<file path="src/rtl/mc16_pkg.sv">
package mc16_pkg;

  localparam int XLEN   = 16;
  localparam int REG_AW = 3;
  localparam int NREG   = 1 << REG_AW;
  localparam int IMM_W  = 7;
  localparam int TGT_W  = 13;

  localparam logic [2:0] OP_REG   = 3'd0;
  localparam logic [2:0] OP_LOAD  = 3'd1;
  localparam logic [2:0] OP_STORE = 3'd2;
  localparam logic [2:0] OP_BEQ   = 3'd3;
  localparam logic [2:0] OP_ADDI  = 3'd4;
  localparam logic [2:0] OP_JMP   = 3'd5;
  localparam logic [2:0] OP_HALT  = 3'd7;

  typedef enum logic [2:0] {
    ALU_ADD, ALU_SUB, ALU_AND, ALU_OR, ALU_SLT
  } alu_op_e;

  typedef enum logic [1:0] {
    SRCB_REG, SRCB_ONE, SRCB_IMM
  } srcb_e;

  typedef enum logic [3:0] {
    S_FETCH, S_DECODE, S_EXALU, S_EXADDI, S_EXBEQ, S_EXJMP,
    S_MADDR, S_MREAD, S_MWB, S_MWRITE, S_HALT
  } state_e;

  typedef struct packed {
    logic    mem_rd;
    logic    mem_wr;
    logic    addr_mar;
    logic    alu_a_pc;
    srcb_e   srcb;
    alu_op_e alu_op;
    logic    pc_ld;
    logic    pc_branch;
    logic    pc_jmp;
    logic    ir_ld;
    logic    rf_rd_en;
    logic    rf_we;
    logic    rf_dst_rd;
    logic    rf_from_mem;
    logic    mar_ld;
  } ctrl_t;

endpackage

</file>
<file path="src/rtl/mc16_alu.sv">
module mc16_alu
  import mc16_pkg::*;
#(
  parameter int W = XLEN
) (
  input  logic [W-1:0] a_i,
  input  logic [W-1:0] b_i,
  input  alu_op_e      op_i,
  output logic [W-1:0] y_o
);

  always_comb begin
    unique case (op_i)
      ALU_ADD: y_o = a_i + b_i;
      ALU_SUB: y_o = a_i - b_i;
      ALU_AND: y_o = a_i & b_i;
      ALU_OR:  y_o = a_i | b_i;
      ALU_SLT: y_o = ($signed(a_i) < $signed(b_i)) ? W'(1) : W'(0);
      default: y_o = a_i + b_i;
    endcase
  end

endmodule

</file>
<file path="src/rtl/mc16_regfile.sv">
module mc16_regfile
  import mc16_pkg::*;
#(
  parameter int W  = XLEN,
  parameter int NR = NREG,
  localparam int AW = $clog2(NR)
) (
  input  logic          clk,
  input  logic          rst,
  input  logic          rd_en_i,
  input  logic [AW-1:0] ra_a_i,
  input  logic [AW-1:0] ra_b_i,
  output logic [W-1:0]  q_a_o,
  output logic [W-1:0]  q_b_o,
  input  logic          we_i,
  input  logic [AW-1:0] wa_i,
  input  logic [W-1:0]  wd_i
);

  logic [W-1:0] regs_q [NR];

  always_ff @(posedge clk) begin
    if (rst) begin
      for (int i = 0; i < NR; i++) regs_q[i] <= '0;
    end else if (we_i) begin
      regs_q[wa_i] <= wd_i;
    end
  end

  always_ff @(posedge clk) begin
    if (rst) begin
      q_a_o <= '0;
      q_b_o <= '0;
    end else if (rd_en_i) begin
      q_a_o <= regs_q[ra_a_i];
      q_b_o <= regs_q[ra_b_i];
    end
  end

  AST_RF_HOLD: assert property (@(posedge clk) disable iff (rst)
    !rd_en_i |=> ($stable(q_a_o) && $stable(q_b_o))) else $error("operands moved");

endmodule

</file>
<file path="src/rtl/mc16_ctrl.sv">
module mc16_ctrl
  import mc16_pkg::*;
(
  input  logic       clk,
  input  logic       rst,
  input  logic [2:0] dec_op_i,
  input  logic [3:0] dec_funct_i,
  input  logic [2:0] ir_op_i,
  input  logic [3:0] ir_funct_i,
  output state_e     state_o,
  output ctrl_t      ctl_o
);

  state_e state_q, state_d;

  always_comb begin
    state_d = state_q;
    unique case (state_q)
      S_FETCH:  state_d = S_DECODE;
      S_DECODE: begin
        unique case (dec_op_i)
          OP_REG:   state_d = (dec_funct_i <= 4'd4) ? S_EXALU : S_FETCH;
          OP_LOAD,
          OP_STORE: state_d = S_MADDR;
          OP_BEQ:   state_d = S_EXBEQ;
          OP_ADDI:  state_d = S_EXADDI;
          OP_JMP:   state_d = S_EXJMP;
          OP_HALT:  state_d = S_HALT;
          default:  state_d = S_FETCH;
        endcase
      end
      S_MADDR:  state_d = (ir_op_i == OP_LOAD) ? S_MREAD : S_MWRITE;
      S_MREAD:  state_d = S_MWB;
      S_HALT:   state_d = S_HALT;
      default:  state_d = S_FETCH;
    endcase
  end

  always_ff @(posedge clk) begin
    if (rst) state_q <= S_FETCH;
    else     state_q <= state_d;
  end

  always_comb begin
    ctl_o = '0;
    unique case (state_q)
      S_FETCH: begin
        ctl_o.mem_rd   = 1'b1;
        ctl_o.alu_a_pc = 1'b1;
        ctl_o.srcb     = SRCB_ONE;
        ctl_o.alu_op   = ALU_ADD;
        ctl_o.pc_ld    = 1'b1;
      end
      S_DECODE: begin
        ctl_o.ir_ld    = 1'b1;
        ctl_o.rf_rd_en = 1'b1;
      end
      S_EXALU: begin
        ctl_o.srcb      = SRCB_REG;
        ctl_o.rf_we     = 1'b1;
        ctl_o.rf_dst_rd = 1'b1;
        unique case (ir_funct_i)
          4'd1:    ctl_o.alu_op = ALU_SUB;
          4'd2:    ctl_o.alu_op = ALU_AND;
          4'd3:    ctl_o.alu_op = ALU_OR;
          4'd4:    ctl_o.alu_op = ALU_SLT;
          default: ctl_o.alu_op = ALU_ADD;
        endcase
      end
      S_EXADDI: begin
        ctl_o.srcb  = SRCB_IMM;
        ctl_o.rf_we = 1'b1;
      end
      S_EXBEQ: begin
        ctl_o.alu_a_pc  = 1'b1;
        ctl_o.srcb      = SRCB_IMM;
        ctl_o.pc_branch = 1'b1;
      end
      S_EXJMP:  ctl_o.pc_jmp = 1'b1;
      S_MADDR: begin
        ctl_o.srcb   = SRCB_IMM;
        ctl_o.mar_ld = 1'b1;
      end
      S_MREAD: begin
        ctl_o.mem_rd   = 1'b1;
        ctl_o.addr_mar = 1'b1;
      end
      S_MWB: begin
        ctl_o.rf_we       = 1'b1;
        ctl_o.rf_from_mem = 1'b1;
      end
      S_MWRITE: begin
        ctl_o.mem_wr   = 1'b1;
        ctl_o.addr_mar = 1'b1;
      end
      default: ;
    endcase
  end

  assign state_o = state_q;

  AST_FETCH_TO_DECODE: assert property (@(posedge clk) disable iff (rst)
    (state_q == S_FETCH) |=> (state_q == S_DECODE)) else $error("fetch not followed by decode");
  AST_HALT_STICKY: assert property (@(posedge clk) disable iff (rst)
    (state_q == S_HALT) |=> (state_q == S_HALT)) else $error("left halt");
  AST_LOAD_WB: assert property (@(posedge clk) disable iff (rst)
    (state_q == S_MREAD) |=> ctl_o.rf_from_mem) else $error("load skipped write-back");

endmodule

</file>
<file path="src/rtl/mc16_core.sv">
module mc16_core
  import mc16_pkg::*;
#(
  parameter int ADDR_W = 8
) (
  input  logic              clk,
  input  logic              rst,
  output logic [ADDR_W-1:0] mem_addr,
  output logic              mem_rd,
  output logic              mem_wr,
  output logic [XLEN-1:0]   mem_wdata,
  input  logic [XLEN-1:0]   mem_rdata,
  output logic [XLEN-1:0]   disp_out,
  output logic              halted
);

  localparam logic [ADDR_W-1:0] DISP_ADDR = {ADDR_W{1'b1}};

  ctrl_t            ctl;
  state_e           state;
  logic [XLEN-1:0]  pc_q, ir_q;
  logic [ADDR_W-1:0] mar_q;
  logic [XLEN-1:0]  opa, opb, alu_a, alu_b, alu_y, imm_sx, rf_wd;
  logic [REG_AW-1:0] rf_wa;

  mc16_ctrl u_ctrl (
    .clk         (clk),
    .rst         (rst),
    .dec_op_i    (mem_rdata[15:13]),
    .dec_funct_i (mem_rdata[3:0]),
    .ir_op_i     (ir_q[15:13]),
    .ir_funct_i  (ir_q[3:0]),
    .state_o     (state),
    .ctl_o       (ctl)
  );

  assign rf_wa = ctl.rf_dst_rd ? ir_q[6:4] : ir_q[9:7];
  assign rf_wd = ctl.rf_from_mem ? mem_rdata : alu_y;

  mc16_regfile #(.W(XLEN), .NR(NREG)) u_rf (
    .clk     (clk),
    .rst     (rst),
    .rd_en_i (ctl.rf_rd_en),
    .ra_a_i  (mem_rdata[12:10]),
    .ra_b_i  (mem_rdata[9:7]),
    .q_a_o   (opa),
    .q_b_o   (opb),
    .we_i    (ctl.rf_we),
    .wa_i    (rf_wa),
    .wd_i    (rf_wd)
  );

  assign imm_sx = {{(XLEN-IMM_W){ir_q[IMM_W-1]}}, ir_q[IMM_W-1:0]};
  assign alu_a  = ctl.alu_a_pc ? pc_q : opa;

  always_comb begin
    unique case (ctl.srcb)
      SRCB_ONE: alu_b = XLEN'(1);
      SRCB_IMM: alu_b = imm_sx;
      default:  alu_b = opb;
    endcase
  end

  mc16_alu #(.W(XLEN)) u_alu (
    .a_i  (alu_a),
    .b_i  (alu_b),
    .op_i (ctl.alu_op),
    .y_o  (alu_y)
  );

  always_ff @(posedge clk) begin
    if (rst) begin
      pc_q <= '0;
    end else if (ctl.pc_ld) begin
      pc_q <= alu_y;
    end else if (ctl.pc_branch && (opa == opb)) begin
      pc_q <= alu_y;
    end else if (ctl.pc_jmp) begin
      pc_q <= {{(XLEN-TGT_W){1'b0}}, ir_q[TGT_W-1:0]};
    end
  end

  always_ff @(posedge clk) begin
    if (rst) begin
      ir_q  <= '0;
      mar_q <= '0;
    end else begin
      if (ctl.ir_ld)  ir_q  <= mem_rdata;
      if (ctl.mar_ld) mar_q <= alu_y[ADDR_W-1:0];
    end
  end

  assign mem_addr  = ctl.addr_mar ? mar_q : pc_q[ADDR_W-1:0];
  assign mem_rd    = ctl.mem_rd;
  assign mem_wr    = ctl.mem_wr;
  assign mem_wdata = opb;
  assign halted    = (state == S_HALT);

  always_ff @(posedge clk) begin
    if (rst) disp_out <= '0;
    else if (mem_wr && (mem_addr == DISP_ADDR)) disp_out <= mem_wdata;
  end

  AST_RD_WR_EXCL: assert property (@(posedge clk) disable iff (rst)
    !(mem_rd && mem_wr)) else $error("read and write together");
  AST_HALT_QUIET: assert property (@(posedge clk) disable iff (rst)
    halted |-> (!mem_rd && !mem_wr)) else $error("access while halted");
  AST_PC_STEP: assert property (@(posedge clk) disable iff (rst)
    (state == S_FETCH) |=> (pc_q == $past(pc_q) + XLEN'(1))) else $error("pc not stepped");
  AST_DISP_HOLD: assert property (@(posedge clk) disable iff (rst)
    !(mem_wr && (mem_addr == DISP_ADDR)) |=> $stable(disp_out)) else $error("display moved");

endmodule

</file>
<file path="config.mk">
export PLATFORM = sky130hd
export DESIGN_NAME = mc16_core
export DESIGN_NICKNAME = d
export VERILOG_FILES = /design/src/rtl/mc16_pkg.sv /design/src/rtl/mc16_alu.sv /design/src/rtl/mc16_regfile.sv /design/src/rtl/mc16_ctrl.sv /design/src/rtl/mc16_core.sv
export SDC_FILE = /design/constraint.sdc
export NUM_CORES = 1
export LEC_CHECK = 0
export ABC_AREA = 1
export CAP_MARGIN = 5
export CORE_ASPECT_RATIO = 0.5
export CORE_MARGIN = 5
export CORE_UTILIZATION = 45
export DETAILED_ROUTE_END_ITERATION = 6
export DONT_BUFFER_PORTS = 1
export PLACE_DENSITY_LB_ADDON = 0.12
export SYNTH_ARGS = -nofsm -noshare
export SYNTH_HDL_FRONTEND = slang
export SYNTH_SLANG_ARGS = --single-unit
export TNS_END_PERCENT = 5
</file>
<file path="constraint.sdc">
create_clock -name clk -period 4.2 [get_ports clk]
set_input_delay 0.42 -clock clk [delete_from_list [all_inputs] [get_ports clk]]
set_output_delay 0.42 -clock clk [all_outputs]
set_load 0.05 [all_outputs]
</file>
After elaboration in Yosys (flattened, before gate mapping)
Memories as Yosys holds them, arrays and structs flattened. A register that Yosys moved wholly into a read port is not among the register bits.
Cells that the tools add are included.
{"block": "word_totals", "register_bits": 60, "mem_bits_rw": 128, "inputBits": 18, "output_inout_bits": 43, "word_cells": 90, "memories": 1}
{"memory": "u_rf.regs_q", "words": 8, "width": 16, "rd": 2, "rd_clocked_by_memory_dff": 2, "wr": 8, "line": "mc16_regfile.sv:20", "text": "logic [W-1:0] regs_q [NR];"}
{"block": "op_classes", "addsub": 2, "order_cmp": 2, "n_eq_ne": 29, "muxes": 37, "bitwise": 2, "reduce_logical": 12}
{"cell": "16-bit 2-to-1 mux", "count": 6}
{"cell": "16-bit one-hot mux with 4 select lines", "count": 1}
{"cell": "16-bit one-hot mux with 2 select lines", "count": 1}
{"cell": "4-bit one-hot mux with 6 select lines", "count": 1}
{"cell": "4-bit by 3-bit equality test with 1-bit output, second input constant", "count": 5}
{"cell": "4-bit one-hot mux with 5 select lines", "count": 1}
{"cell": "1-bit 2-to-1 mux", "count": 18}
{"cell": "16-bit adder", "count": 1}
{"cell": "16-bit bitwise AND", "count": 1}
{"cell": "16-bit equality test", "count": 1}
{"cell": "4-bit by 2-bit equality test with 1-bit output, second input constant", "count": 4}
{"cell": "16-bit less-than comparator", "count": 1}
{"cell": "16-bit bitwise OR", "count": 1}
{"cell": "16-bit OR reduction", "count": 1}
{"cell": "16-bit subtractor", "count": 1}
{"cell": "3-bit by 2-bit equality test with 1-bit output, second input constant", "count": 4}
{"cell": "3-bit equality test, second input constant", "count": 4}
{"cell": "4-bit equality test, second input constant", "count": 3}
{"cell": "3-bit one-hot mux with 4 select lines", "count": 1}
{"cell": "3-bit by 1-bit equality test with 1-bit output, second input constant", "count": 3}
{"cell": "3-bit 2-to-1 mux", "count": 3}
{"cell": "4-bit by 1-bit equality test with 1-bit output, second input constant", "count": 2}
{"cell": "8-bit equality test, second input constant", "count": 1}
{"cell": "8-bit 2-to-1 mux", "count": 1}
{"cell": "other kinds (12)", "count": 18}

Depth between registers and ports, before layout
{"block": "depth", "ltp_word": 10, "mapped_depth": 24, "mapped_depth_nobuf": 24}

Hierarchy
A second synthesis with hierarchy kept.
{"block": "unflattened", "cells_unflattened": 2140, "area_unflattened_um2": 14800.4}
{"module": "mc16_regfile", "n_inst": 1, "cells_each": 1075, "area_per_inst_um2": 8539.4, "seq_area_each_um2": 4484.3}
{"module": "mc16_core", "n_inst": 1, "cells_each": 533, "area_per_inst_um2": 3316.9, "seq_area_each_um2": 1121.1}
{"module": "mc16_alu", "n_inst": 1, "cells_each": 453, "area_per_inst_um2": 2519.9, "seq_area_each_um2": 0.0}
{"module": "mc16_ctrl", "n_inst": 1, "cells_each": 79, "area_per_inst_um2": 424.2, "seq_area_each_um2": 80.1}

Least setup slack after synthesis
No wires, ideal clock.
{"block": "synth_path", "path_kind": "reg2reg", "start": "reg u_ctrl.state_q[1], in the netlist u_ctrl.state_o[1]", "end": "mem u_rf.regs_q[0][3] in the netlist's numbering (data pin)", "setup_ns": 0.261, "t_arrival_ns": 3.373, "required_time_ns": 3.939, "slack_ns": 0.566, "stages_incl_launch_ff": 20, "n_path_buf": 1, "period_less_slack_ns": 3.634, "cell_sequence": "dfxtp_1 > nor2_1 > inv_2 > nor2_1 > inv_1 > ha_1 > inv_1 > clkbuf_1 > o21ai_0 > inv_1 > ha_1 > inv_1 > nand2_1 > nand2_1 > and2_1 > or2_2 > nand3_1 > nand4_1 > mux2i_4 > nor2_1"}
{"item": "from (decl)", "line": "mc16_ctrl.sv:14", "text": "state_e state_q, state_d;"}
{"item": "from (signal assigned)", "line": "mc16_ctrl.sv:41", "text": "else state_q <= state_d;"}
{"item": "to (decl)", "line": "mc16_regfile.sv:20"}

==> out/results.txt <==
Status = completed
Reg area = 5690 um^2
DRC viols = 0
Die Height = 136 um
Setup bufs post-CTS = 0
Worst hold slack = 0.0279 ns
Worst Path Arrival = 4.22 ns
Fill cells = 3218
Worst reg-to-reg setup slack = 0.26 ns
Crit end category = register
Ant diodes = 0
DR vias/cell = 5.51
Placeable Area = 31400 um^2
Largest net degree at the start of global routing = 89
PwrDens = 476 nW/um^2
Clock root cell = clkbuf_16
CP required = 4.48 ns
Mapped Nets = 2082
DP Wirelength = 35300 um
CTS buffer count = 23
Hold Crit Class = input port to register
Post-route setup TNS = 0 ns
Leakage = 6.75 nW
Crit start category = register
Synth area leader = edfxtp_1
Mapped cell area = 14200 um^2
Cells after synthesis = 2012
# setup viols final = 0
FFs w/ async S/R, synth = 0%
Slowest cell delay on critical path = 0.39 ns
Number of nets with antenna violations after routing = 0
IO Port Bufs = 0
Slew margin rel. = 23.8%
Global-route wire length before repair = 75800 um
Post-route cell area = 15800 um^2
Final Max Tran Viols = 0
Seq cells post-synth = 220
# rows = 46
Area grow syn2layout = 10.7%
Initial DRC Count = 1577
Die Wd = 262 um
Fraction of layout cells with a size suffix above 1 = 8.82%
GRT Util Overall = 28.1%
WL/cell = 20.7 um
Slowest stage cell, crit path = ha_1
Layout Utilization = 50.1%
R2R depth = 19
Clock buffer depth = 3
Worst Path Max Fanout = 11
YS warnings = 0
Min Tclk post-route = 3.94 ns
Critical Setup Path Class = register to register
Area of the multi-input gates = 7150 um^2
H-tree depth = 1
Initial antenna violation count = 0
Worst-Skew Late Latency = 0.56 ns
Final setup margin = 0.263 ns
Initial DRT Pass Iterations = 5
TritonCTS clock tree = yes
Post-synthesis sequential area ratio = 39.9%
Vias in the first global route = 12.2k
Final period util = 93.7%
Worst-path cell chain = nor2_1 -> inv_2 -> nor2_2 -> inv_1 -> ha_1 -> inv_2 -> buf_4 -> o21ai_1 -> ha_1 -> nor2_1 -> inv_1 -> nor2_1 -> nand3_1 -> nand3_1 -> nand2_1 -> nand3_1 -> nand4_1 -> nand2_4 -> nor2_1
Setup repair after global routing missed its margin = yes
Final hold vios = 0
Worst hold stages = 2
Placed Area = 14900 um^2
Post-synth top flop = edfxtp_1
I/O pins = 61
Yosys cell types = 46
Initial core utilization = 45.3%
Worst slack, placed = 0.0405 ns
Number of synthesized flops with an enable pin = 128
GRT overflow = 0
Fin nets = 2083
Vias = 13.6k
Max-Cap Viols = 0
Post-Syn Area per Cell = 7.08 um^2
Placer Congestion = 0.948
Crit path top cell by count = nor2_1
Peak supply drop = 0.270 mV
Max Fclk = 0.254 GHz
Top post-synthesis cells by area = edfxtp_1 27%, dfxtp_1 13%, nand2_1 10%
Total wire length = 50900 um
CTS Sinks = 220
Top-area cell type share of the netlist area = 27.0%
Clk slew on worst S/H paths = 0.06 ns
Die footprint = 35500 um^2
Skew final = 0.0212 ns
Slew @ Worst Pin = 1.14 ns
-- per-layer routing --
| layer | share of wire, % | wire length [um] | GRT usage [%] |
|---|---|---|---|
| met5 | 0 | 0 | 0 |
| met3 | 9.6 | 4880 | 5.20 |
| met2 | 42 | 21500 | 42.4 |
| met4 | 2.3 | 1150 | 6.38 |
| met1 | 46 | 23400 | 41.9 |
-- worst paths after layout --
kind	from	to
max	u_ctrl.state_o[0]$_SDFF_PP0_	u_rf.regs_q[4][11]$_SDFFCE_PN0P_
min	mem_rdata[6]	ir_q[6]$_SDFFE_PP0P_
max reg2reg	u_ctrl.state_o[0]$_SDFF_PP0_	u_rf.regs_q[4][11]$_SDFFCE_PN0P_
min reg2reg	ir_q[15]$_SDFFE_PP0P_	ir_q[15]$_SDFFE_PP0P_
-- area by class of cell --
type	count	area share (%)
multi-input cells	1425	45.4
flip-flops and latches	220	36.1
inverters	273	6.51
clock buffers	29	3.86
repair buffers	70	3.67
well taps	432	3.43
clock inverters	13	1.03
-- cell usage in the layout, fill, tap and decap left out, types with 48 or more instances in the layout --
master / count
nand2_1: 390
o21ai_0: 283
nor2_1: 278
inv_1: 264
a21oi_1: 172
edfxtp_1: 128
dfxtp_1: 92
nand3_1: 87
buf_4: 65
ha_1: 48
-- report_power, final --
| part | internal [mW] | leakage [nW] | total, mW | switching (mW) |
|---|---|---|---|---|
| clock network | 1.22 | 0.374 | 2.13 | 0.912 |
| logic | 0.833 | 4.30 | 2.86 | 2.03 |
| registers | 2.41 | 2.07 | 2.51 | 0.0929 |
-- what timing repair did --
action | CTS | global route
hold endpoints to repair | 11 | 0
hold buffers | 1 | 0
resized for setup | 0 | 19
endpoints found under the setup margin | 0 | 101
-- metrics by stage --
| step | total power [mW] | cells |
|---|---|---|
| after detailed placement | 5.30 | 2419 |
| final | 7.50 | 2462 |
| after global placement | 5.31 | 2419 |
| after CTS | 7.42 | 2462 |
| after floorplan | 4.39 | 2012 |
| after global routing | 7.90 | 2462 |
-- cells by family after synthesis --
kind of cell	synth area share [%]
multiplexers	0.158
buffers and inverters	10.1
adder cells (fa/ha/maj)	4.68
XOR/XNOR	0.738
AND/OR/NAND/NOR	25.4
flip-flops	39.9
AO/OA/AOI/OAI	19.0
-- cells in the mapped netlist (5+ instances only) --
library cell and count:
dfxtp_1 92, nand2_2 17, nor3_1 15, inv_2 5, buf_2 14, a21oi_1 172, o21ai_2 6, nand3_1 88
o21ai_0 293, nor2_4 5, xor2_1 12, buf_4 6, edfxtp_1 128, nor2_1 279, nand4_1 15, clkbuf_1 68
o211ai_1 26, or2_2 8, nand2_1 393, nor2_2 7, ha_1 50, inv_1 267
-- flip-flops by register name, summed over array words and instances (netlist names) --
signal          flops
disp_out           16
mar_q               8
ir_q               16
u_rf.regs_q       128
pc_q               16
u_ctrl.state_o      4
u_rf.q_a_o         16
u_rf.q_b_o         16
-- worst max-delay path: cells and delay by family, from the launching register on --
family / cells / cell delay [ns]
AO/OA/AOI/OAI: 1 / 0.31
adder cells (fa/ha/maj): 2 / 0.70
buffers and inverters: 5 / 0.52
flip-flops: 1 / 0.36
AND/OR/NAND/NOR: 11 / 1.78
No activity file was read; power rests on OpenSTA's default activity.
